--- src/rtl/imm_dec_pkg.sv ---
package imm_dec_pkg;

    localparam int BYTE_W = 8;
    localparam int REG_W  = 3;
    localparam int SUB_W  = 3;

    localparam logic [REG_W-1:0] REG_ACC = 3'd0;
    localparam logic [REG_W-1:0] REG_SP  = 3'd4;

    typedef enum logic [2:0] {
        CLS_NONE  = 3'd0,
        CLS_ALU   = 3'd1,
        CLS_SHIFT = 3'd2,
        CLS_MOVE  = 3'd3,
        CLS_PUSH  = 3'd4
    } op_class_e;

    typedef enum logic [1:0] {
        ST_OP,
        ST_ADDR,
        ST_IMM
    } dec_state_e;

    typedef struct packed {
        logic             legal;
        logic             has_addr;
        op_class_e        cls;
        logic [REG_W-1:0] reg_idx;
        logic             to_mem;
        logic [SUB_W-1:0] subop;
    } op_info_t;

    function automatic op_info_t classify(input logic [BYTE_W-1:0] op);
        op_info_t r;
        r = '{legal: 1'b1, has_addr: 1'b0, cls: CLS_ALU,
              reg_idx: REG_ACC, to_mem: 1'b0, subop: '0};
        case (op)
            8'h81: r.has_addr = 1'b1;
            8'hC1: begin r.has_addr = 1'b1; r.cls = CLS_SHIFT; end
            8'hC7: begin r.has_addr = 1'b1; r.cls = CLS_MOVE;  end
            8'h0D: r.subop = 3'd1;
            8'h25: r.subop = 3'd4;
            8'h2D: r.subop = 3'd5;
            8'h35: r.subop = 3'd6;
            8'h3D: r.subop = 3'd7;
            8'h68: begin r.cls = CLS_PUSH; r.reg_idx = REG_SP; r.to_mem = 1'b1; end
            8'hB8, 8'hB9, 8'hBA, 8'hBB,
            8'hBC, 8'hBD, 8'hBE, 8'hBF: begin
                r.cls     = CLS_MOVE;
                r.reg_idx = op[REG_W-1:0];
            end
            default: begin r.legal = 1'b0; r.cls = CLS_NONE; end
        endcase
        return r;
    endfunction

endpackage

--- src/rtl/imm_dec_opcode.sv ---
module imm_dec_opcode
    import imm_dec_pkg::*;
(
    input  logic [BYTE_W-1:0] opcode,
    output op_info_t          info
);
    always_comb info = classify(opcode);
endmodule

--- src/rtl/imm_dec_addr.sv ---
module imm_dec_addr
    import imm_dec_pkg::*;
(
    input  logic [BYTE_W-1:0] addr_byte,
    input  logic              copy_only,
    output logic [REG_W-1:0]  reg_idx,
    output logic              to_mem,
    output logic [SUB_W-1:0]  subop,
    output logic              bad
);
    logic [1:0] mode;

    always_comb begin
        mode    = addr_byte[7:6];
        reg_idx = addr_byte[2:0];
        subop   = addr_byte[5:3];
        to_mem  = (mode == 2'b00);
        bad     = (mode == 2'b01) || (mode == 2'b10) || (copy_only && (subop != '0));
    end
endmodule

--- src/rtl/imm_dec_imm.sv ---
module imm_dec_imm
    import imm_dec_pkg::*;
#(
    parameter int IMM_BYTES = 4,
    localparam int IMM_W = IMM_BYTES * BYTE_W,
    localparam int IDX_W = (IMM_BYTES > 1) ? $clog2(IMM_BYTES) : 1
) (
    input  logic              clk,
    input  logic              rst,
    input  logic              clr,
    input  logic              wr,
    input  logic [IDX_W-1:0]  idx,
    input  logic [BYTE_W-1:0] din,
    output logic [IMM_W-1:0]  acc_next
);
    logic [IMM_W-1:0] acc;

    for (genvar k = 0; k < IMM_BYTES; k++) begin : g_lane
        logic hit;
        assign hit = wr && (idx == IDX_W'(k));
        assign acc_next[k*BYTE_W +: BYTE_W] = hit ? din : acc[k*BYTE_W +: BYTE_W];
    end

    always_ff @(posedge clk) begin
        if (rst || clr) acc <= '0;
        else            acc <= acc_next;
    end
endmodule

--- src/rtl/imm_dec_top.sv ---
module imm_dec_top
    import imm_dec_pkg::*;
#(
    parameter int IMM_BYTES   = 4,
    parameter int SHIFT_BYTES = 1,
    localparam int IMM_W = IMM_BYTES * BYTE_W,
    localparam int IDX_W = (IMM_BYTES > 1) ? $clog2(IMM_BYTES) : 1
) (
    input  logic              clk,
    input  logic              rst,
    input  logic              byte_valid,
    input  logic [BYTE_W-1:0] byte_data,
    output logic              uop_valid,
    output logic [2:0]        uop_class,
    output logic [REG_W-1:0]  uop_reg,
    output logic              uop_mem,
    output logic [SUB_W-1:0]  uop_subop,
    output logic [IMM_W-1:0]  uop_imm,
    output logic              illegal
);
    localparam logic [IDX_W-1:0] LAST_FULL  = IDX_W'(IMM_BYTES - 1);
    localparam logic [IDX_W-1:0] LAST_SHIFT = IDX_W'(SHIFT_BYTES - 1);

    dec_state_e       state;
    op_class_e        pend_cls;
    logic [REG_W-1:0] pend_reg;
    logic             pend_mem;
    logic [SUB_W-1:0] pend_sub;
    logic [IDX_W-1:0] cnt;
    logic [IDX_W-1:0] last_idx;

    op_class_e        out_cls;
    logic             valid_q;
    logic             illegal_q;

    op_info_t         info;
    logic [REG_W-1:0] a_reg;
    logic             a_mem;
    logic [SUB_W-1:0] a_sub;
    logic             a_bad;
    logic [IMM_W-1:0] imm_next;

    logic take_op, take_addr, take_imm;

    assign take_op   = byte_valid && (state == ST_OP);
    assign take_addr = byte_valid && (state == ST_ADDR);
    assign take_imm  = byte_valid && (state == ST_IMM);

    imm_dec_opcode u_opcode (
        .opcode (byte_data),
        .info   (info)
    );

    imm_dec_addr u_addr (
        .addr_byte (byte_data),
        .copy_only (pend_cls == CLS_MOVE),
        .reg_idx   (a_reg),
        .to_mem    (a_mem),
        .subop     (a_sub),
        .bad       (a_bad)
    );

    imm_dec_imm #(.IMM_BYTES(IMM_BYTES)) u_imm (
        .clk      (clk),
        .rst      (rst),
        .clr      (take_op),
        .wr       (take_imm),
        .idx      (cnt),
        .din      (byte_data),
        .acc_next (imm_next)
    );

    always_ff @(posedge clk) begin
        if (rst) begin
            state     <= ST_OP;
            pend_cls  <= CLS_NONE;
            pend_reg  <= '0;
            pend_mem  <= 1'b0;
            pend_sub  <= '0;
            cnt       <= '0;
            last_idx  <= '0;
            out_cls   <= CLS_NONE;
            uop_reg   <= '0;
            uop_mem   <= 1'b0;
            uop_subop <= '0;
            uop_imm   <= '0;
            valid_q   <= 1'b0;
            illegal_q <= 1'b0;
        end else begin
            valid_q   <= 1'b0;
            illegal_q <= 1'b0;
            if (take_op) begin
                if (!info.legal) begin
                    illegal_q <= 1'b1;
                end else begin
                    pend_cls <= info.cls;
                    pend_reg <= info.reg_idx;
                    pend_mem <= info.to_mem;
                    pend_sub <= info.subop;
                    cnt      <= '0;
                    last_idx <= LAST_FULL;
                    state    <= info.has_addr ? ST_ADDR : ST_IMM;
                end
            end else if (take_addr) begin
                if (a_bad) begin
                    illegal_q <= 1'b1;
                    state     <= ST_OP;
                end else begin
                    pend_reg <= a_reg;
                    pend_mem <= a_mem;
                    pend_sub <= a_sub;
                    last_idx <= (pend_cls == CLS_SHIFT) ? LAST_SHIFT : LAST_FULL;
                    state    <= ST_IMM;
                end
            end else if (take_imm) begin
                cnt <= cnt + 1'b1;
                if (cnt == last_idx) begin
                    valid_q   <= 1'b1;
                    out_cls   <= pend_cls;
                    uop_reg   <= pend_reg;
                    uop_mem   <= pend_mem;
                    uop_subop <= pend_sub;
                    uop_imm   <= imm_next;
                    state     <= ST_OP;
                end
            end
        end
    end

    assign uop_valid = valid_q;
    assign illegal   = illegal_q;
    assign uop_class = out_cls;

endmodule

--- config.mk ---
export PLATFORM = sky130hd
export DESIGN_NAME = imm_dec_top
export DESIGN_NICKNAME = d
export VERILOG_FILES = /design/src/rtl/imm_dec_pkg.sv /design/src/rtl/imm_dec_opcode.sv /design/src/rtl/imm_dec_addr.sv /design/src/rtl/imm_dec_imm.sv /design/src/rtl/imm_dec_top.sv
export SDC_FILE = /design/constraint.sdc
export NUM_CORES = 1
export LEC_CHECK = 0
export BUFFER_PORTS_ARGS = -buffer_cell sky130_fd_sc_hd__buf_2
export CORE_MARGIN = 4
export CORE_UTILIZATION = 45
export DETAILED_ROUTE_END_ITERATION = 7
export PLACE_DENSITY = 0.66
export SLEW_MARGIN = 20
export SYNTH_ARGS = -nofsm -noshare
export SYNTH_HDL_FRONTEND = slang
export SYNTH_SLANG_ARGS = --single-unit
export TNS_END_PERCENT = 20
--- constraint.sdc ---
create_clock -name clk -period 2.99 [get_ports clk]
set_clock_uncertainty 0.15 [all_clocks]
set_input_delay 0.1495 -clock clk [delete_from_list [all_inputs] [get_ports clk]]
set_output_delay 0.1495 -clock clk [all_outputs]
set_load 0.02 [all_outputs]
==> results of run 1 <==
[kinds of logic after synthesis]
logic type | after synthesis | share of synthesized area [%]
AND/OR/NAND/NOR | 132 | 16.9
flip-flops | 91 | 50.5
AO/OA/AOI/OAI | 67 | 13.5
multiplexers | 43 | 11.9
buffers and inverters | 36 | 4.19
adder cells (fa/ha/maj) | 8 | 2.77
XOR/XNOR | 1 | 0.243
[placed cells by master (no fill, tap or decap), drive strengths merged, types with 2 or more instances in the layout]
master        n
nand4         2
nor2         81
or3           2
nand2b        4
a211oi       36
nor2b         3
o21ai         7
o31ai         2
ha            8
clkbuf        9
o21a          2
nand2        16
buf          59
o41ai         3
nand3         4
dfxtp        91
inv          15
a21oi        10
nand4b        5
nor3          6
mux2i        43
dlygate4sd3   2
[area by class of cell]
cell class / count / share of cell area (%)
sequential: 91 / 43.4
multi-input combinational: 251 / 39.3
timing repair buffer: 61 / 8.41
tap: 102 / 3.04
clock buffer: 9 / 2.95
clock inverter: 7 / 1.97
inverter: 11 / 0.984
[per-stage QoR]
| step | cells | setup slack, ns | hold WS [ns] |
|---|---|---|---|
| final | 532 | 0.777 | 0.0310 |
| after global routing | 532 | 0.593 | 0.00806 |
| after CTS | 532 | 0.786 | 0.0130 |
| after detailed placement | 514 | 0.809 | 0.328 |
| after global placement | 514 | 0.841 | 0.317 |
| after floorplan | 378 | 0.972 | 0.163 |
[worst max path at each step]
stage,from,endpoint,slack [ns],cells past startpoint
floorplan,state[0],uop_class[1],0.97,7
global placement,byte_data[2],pend_cls[2],0.84,7
detailed placement,byte_data[6],pend_sub[0],0.81,8
global route,byte_valid,uop_imm[27],0.59,8
CTS,byte_valid,uop_reg[0],0.79,8
finish,byte_valid,uop_imm[15],0.78,8
[report_power, final]
part,internal (uW),leakage (uW),switching (uW)
Clock,403,0.000104,461
Combinational,46.8,0.000982,98.2
Sequential,1220,0.000734,6.80
Total,1670,0.00182,566
[timing repair]
item,CTS,global route
endpoints found under the hold margin,5,0
gates resized for setup,0,0
hold buffers,2,0
[layer usage]
| layer | up-vias | routed length [um] |
|---|---|---|
| met5 | - | 0 |
| met4 | 0 | 53 |
| met3 | 4 | 425 |
| met2 | 74 | 3810 |
| met1 | 1305 | 3840 |
| li1 | 1419 | - |
[critical path: stages]
cell	delay [ns]
dlygate4sd3_1	0.52
buf_2	0.15
inv_1	0.07
nor3_2	0.33
a21boi_4	0.56
buf_12	0.26
nor2_1	0.06
a211oi_1	0.22
==> results.toml, run 1 <==
[status]
status = "completed"

[setup_path]
reg2reg_depth = 6
crit_path_start_kind = "input port"
cp_data_required_time_ns = 3.11
timing.rr.start = "state[1]"
reg2reg_to = "uop_imm[15]"
critPathArrivalTime_ns = 2.33
critical_path_class = "in2reg"
worst-r2r-setup-slack_ns = 0.83
cp_max_fo = 36
cp-end-kind = "flop"

[drt]
vias = 2802
ant_nets = 0
routed_wl_um = 8130
avgViaCountPerCell = 5.27
drc = 0
wl_per_cell_um = 15.3
drt_iter0_markers = 102
first_pass_iters = 4

[global_route]
track_usage_pct = 17.5
grt.busiest_layer = "met2"
grt_max_degree = 37
grt_pass1_vias = 2688
use_met1_pct = 24.5
grt_pass1_wl_um = 13600
antenna_found_initial = 0
met3_usage_pct = 4.09
grt-ovfl-total = 0
grt_use_met2_pct = 26.9

[timing]
finalCritPeriodShare_pct = 74.0
hold_viol = 0
slew_viol_final = 0
tightest_slew_ns = 0.536
fin_crit_ns = 2.21
rsz0062_at_grt = "false"
finalSetupViolCount = 0
max-slew-margin-rel_pct = 64.1
tns_ns = 0
fmax_mhz = 452

[flow_run]
cap_violations = 0

[yosys]
ys_ff_latch = 91
ys.flop_type = "dfxtp_1"
netlist-cell-type-count = 44
synthCells = 378
syn_nets = 397
async_flop_share_pct = 0
synth_common_cells = "91 x dfxtp_1, 81 x nor2_1, 43 x mux2i_1"
synth.most_common_cell = "dfxtp_1"
synth_area_per_cell_sq_um = 9.55
syn-cell-area_sq_um = 3610
synth_top_area_cell = "dfxtp_1"
yosysWarnings = 0
synth-edff-count = 0
synth.area.top_cells = "dfxtp_1 50%, mux2i_1 12%, nor2_1 8.4%"
seq_area_frac_synth_pct = 50.5
synth_top_area_share_pct = 50.5

[finish]
stdcell_area_sq_um = 4200
ff_latch_area_sq_um = 1820
fillCellCount = 745
nets = 444
fin_util_pct = 54.0
diodes = 0
top_regs = "u_imm.acc (32), uop_imm (32)"
drive_gt1_share_pct = 19.1
area_delta_synth_final_pct = 16.3
multi_input_area_sq_um = 1650

[hold_path]
hold-path-endpoint = "pend_sub[0]"
min_path_type = "in2reg"
min_path_cells = 3
hold_start = "byte_data[3]"

[floorplan]
pin_count = 55
core_area_sq_um = 7770
start_util_pct = 46.5
dieHeight_um = 97.6
rows = 32
dieArea_sq_um = 9520
die_x_um = 97.6

[clock_network]
clock_path_buffers = 2
cts_htree_levels = 3
cts.clk_slew.worst_paths_ns = 0.10
cts_tree = "built"
cts_buffers = 9
cts_sinks = 91
cts_post_setup_buffers_inserted = 0
clk_latency_ns = 0.35
cts_root_buf = "clkbuf_8"

[place]
place_area_sq_um = 3970
hpwl_um = 5590
place_congestion = 0.935
io_buffers = 54

[power_and_ir_drop]
power_uw = 2240
irDropWorstVdd_v = 0.000303
power_density_nw_per_um2 = 534
total_leakage_power_uw = 0.00182
Power figures use the tool's default switching activity.
==> run 2, diff against run 1 <==
--- a/config.mk
+++ b/config.mk
@@ -5,11 +5,12 @@
 export SDC_FILE = /design/constraint.sdc
 export NUM_CORES = 1
 export LEC_CHECK = 0
+export ABC_AREA = 1
 export BUFFER_PORTS_ARGS = -buffer_cell sky130_fd_sc_hd__buf_2
 export CORE_MARGIN = 4
 export CORE_UTILIZATION = 45
 export DETAILED_ROUTE_END_ITERATION = 7
-export PLACE_DENSITY = 0.66
+export PLACE_DENSITY = 0.65
 export SLEW_MARGIN = 20
 export SYNTH_ARGS = -nofsm -noshare
 export SYNTH_HDL_FRONTEND = slang
==> constraint.sdc (replaced) <==
create_clock -name clk -period 2.1 [get_ports clk]
set_clock_uncertainty 0.15 [all_clocks]
set_input_delay 0.105 -clock clk [delete_from_list [all_inputs] [get_ports clk]]
set_output_delay 0.105 -clock clk [all_outputs]
set_load 0.02 [all_outputs]
==> run 2 against run 1 <==
Against the previous run:
- clock-buffer cell count grew 1
- global-route usage grew 0.83 points
- routed wire length grew 6.5%
- first-iteration DRC count grew 9.8%
- synthesized cell count grew 24%
- register-to-register slack lost 0.58 ns
- hold slack lost 0.018 ns
- sequential cell count is the same
- clock power grew 34%
- highest routed layer unchanged
- final area grew 1.3%
==> results.toml, run 2 <==
[status]
status = "completed"

[yosys]
synth_common_cells = "97 x nor2_1, 91 x dfxtp_1, 79 x a21oi_1"
synth_top_area_cell = "dfxtp_1"
seq_area_frac_synth_pct = 49.7
synth_area_per_cell_sq_um = 7.85
synth-edff-count = 0
synth_top_area_share_pct = 49.7
synth.most_common_cell = "nor2_1"
yosysWarnings = 0
ys_ff_latch = 91
synthCells = 467
async_flop_share_pct = 0
netlist-cell-type-count = 25
syn_nets = 486
ys.flop_type = "dfxtp_1"
synth.area.top_cells = "dfxtp_1 50%, a21oi_1 11%, nor2_1 9.9%"
syn-cell-area_sq_um = 3670

[timing]
tightest_slew_ns = 0.342
tns_ns = 0
rsz0062_at_grt = "false"
finalSetupViolCount = 0
fin_crit_ns = 1.97
fin_hold_ws_ns = 0.0134
slew_viol_final = 0
fmax_mhz = 507
hold_viol = 0
max-slew-margin-rel_pct = 76.9
finalCritPeriodShare_pct = 93.9

[drt]
routed_wl_um = 8650
avgViaCountPerCell = 5.01
ant_nets = 0
first_pass_iters = 4
drt_iter0_markers = 112
drc = 0
wl_per_cell_um = 13.8
vias = 3133

[finish]
top_regs = "u_imm.acc (32), uop_imm (32)"
nets = 537
drive_gt1_share_pct = 22.0
final_common_cell = "nor2_1"
mostFrequentLayoutCells = "97 x nor2_1, 91 x dfxtp_1, 79 x a21oi_1"
area_delta_synth_final_pct = 15.9
diodes = 0

[clock_network]
cts_post_setup_buffers_inserted = 0
cts_htree_levels = 3
clock_path_buffers = 2
cts.clk_slew.worst_paths_ns = 0.10
clk_latency_ns = 0.36
cts_tree = "built"
cts_sinks = 91
cts_buffers = 9
cts_root_buf = "clkbuf_8"

[hold_path]
hold_start = "byte_valid"
min_path_type = "in2reg"

[global_route]
grt_pass1_vias = 2915
antenna_found_initial = 0
track_usage_pct = 18.4
grt_max_degree = 79
grt-ovfl-total = 0
grt_pass1_wl_um = 14200

[power_and_ir_drop]
power_uw = 3320
total_leakage_power_uw = 0.00191
p_int_uw = 2380
irDropWorstVdd_v = 0.000395
p_seq_share_pct = 54.2
power_density_nw_per_um2 = 781
swShare_pct = 28.5
pwr-share-clk_pct = 34.8
power_switching_uw = 947
p_comb_share_pct = 10.9

[place]
hpwl_um = 6100
io_buffers = 54
place_congestion = 0.897

[floorplan]
dieArea_sq_um = 9660
start_util_pct = 47.0
die_x_um = 98.3
core_area_sq_um = 7810
rows = 32
dieHeight_um = 98.3
pin_count = 55

[setup_path]
crit_top_cell = "nand2_1"
cp-end-kind = "flop"
timing.rr.start = "state[0]"
slowest_stage = "dlygate4sd3_1"
worstPathCellList = "buf_2 > inv_1 > ha_1 > nand2_1 > nor2_4 > nand2_1 > nand3_2 > nor2_4 > nand2_1 > nand2_1 > nand2_1 > a21oi_1 > dlygate4sd3_1"
cp_max_fo = 6
critical_path_class = "in2reg"
path_delay_family = "buffers and inverters"
crit_path_start_kind = "input port"
cpPeakStageDelay_ns = 0.55
critPathArrivalTime_ns = 2.08
cp_data_required_time_ns = 2.21
startpoint = "byte_data[7]"
path_buf_inv = 3

[flow_run]
cap_violations = 0
-- run 2: cell types whose count changed after synthesis, moves of 12 or more --
| cell | previous run | this run |
|---|---|---|
| nand3_1 | 4 | 16 |
| mux2i_1 | 43 | 0 |
| nand2_2 | 0 | 15 |
| o21ai_0 | 6 | 46 |
| nor2_1 | 81 | 97 |
| nand2_1 | 16 | 45 |
| a21oi_1 | 9 | 79 |
| a211oi_1 | 35 | 0 |
-- run 2: area by class of cell --
cell class                 count  area [sq um]
timing repair buffer          62           363
inverter                      27           104
sequential                    91          1820
clock inverter                 6          60.1
multi-input combinational    327          1640
clock buffer                  10           138
tap                          102           128
fill                         788          3560
-- run 2: cell families (layout without fill, tap and decap cells) --
family | after synthesis | after routing | share of synthesized area, %
and+or+nand+nor | 191 | 191 | 24.1
AOI/OAI and AO/OA | 128 | 128 | 17.8
DFF | 91 | 91 | 49.7
buffers and inverters | 49 | 105 | 5.66
adders and majority gates | 8 | 8 | 2.73
-- run 2: per-stage QoR --
step | cells | util [%] | setup WS, ns | instance area, sq um
finish | 625 | 54.5 | 0.129 | 4250
global route | 625 | 54.5 | 0.0113 | 4250
CTS | 625 | 54.5 | 0.180 | 4250
detailed placement | 606 | 51.5 | 0.308 | 4020
global placement | 606 | 51.5 | 0.330 | 4020
floorplan | 467 | - | 0.613 | 3670
-- run 2: per-layer routing --
metal	vias up	routed length (um)	global-route usage [%]
li1	1630	-	-
met1	1408	3950	24.2
met2	89	4050	29.5
met3	6	562	5.21
met4	0	93	5.36
met5	-	0	0
-- run 2: worst paths after layout --
kind | endpoint | slack [ns] | cells after the start
hold reg to reg | uop_subop[0] | 0.33 | 2
setup / recovery | pend_cls[2] | 0.13 | 13
hold / removal | illegal | 0.01 | 5
setup reg to reg | pend_cls[2] | 0.25 | 8
-- run 2: repair_timing --
item / in CTS / in global routing
hold endpoints to repair: 8 / 0
resized for setup: 0 / 0
hold buffers: 3 / 0
-- run 2: power by group through the flow --
stage	Clock [uW]	Combinational (uW)	Sequential, uW
after CTS	1200	364	1800
after global routing	1270	401	1810
after floorplan	0	202	1880
after global placement	0	356	1840
after detailed placement	0	359	1840
final	1160	362	1800
-- run 2: worst reg2reg max path, cell delays in order (launching register included) --
cell,delay (ns)
dfxtp_1,0.34
inv_1,0.06
nand2_2,0.11
nor2_4,0.11
buf_4,0.18
nand2_1,0.10
nand2_1,0.07
a21oi_1,0.06
dlygate4sd3_1,0.55
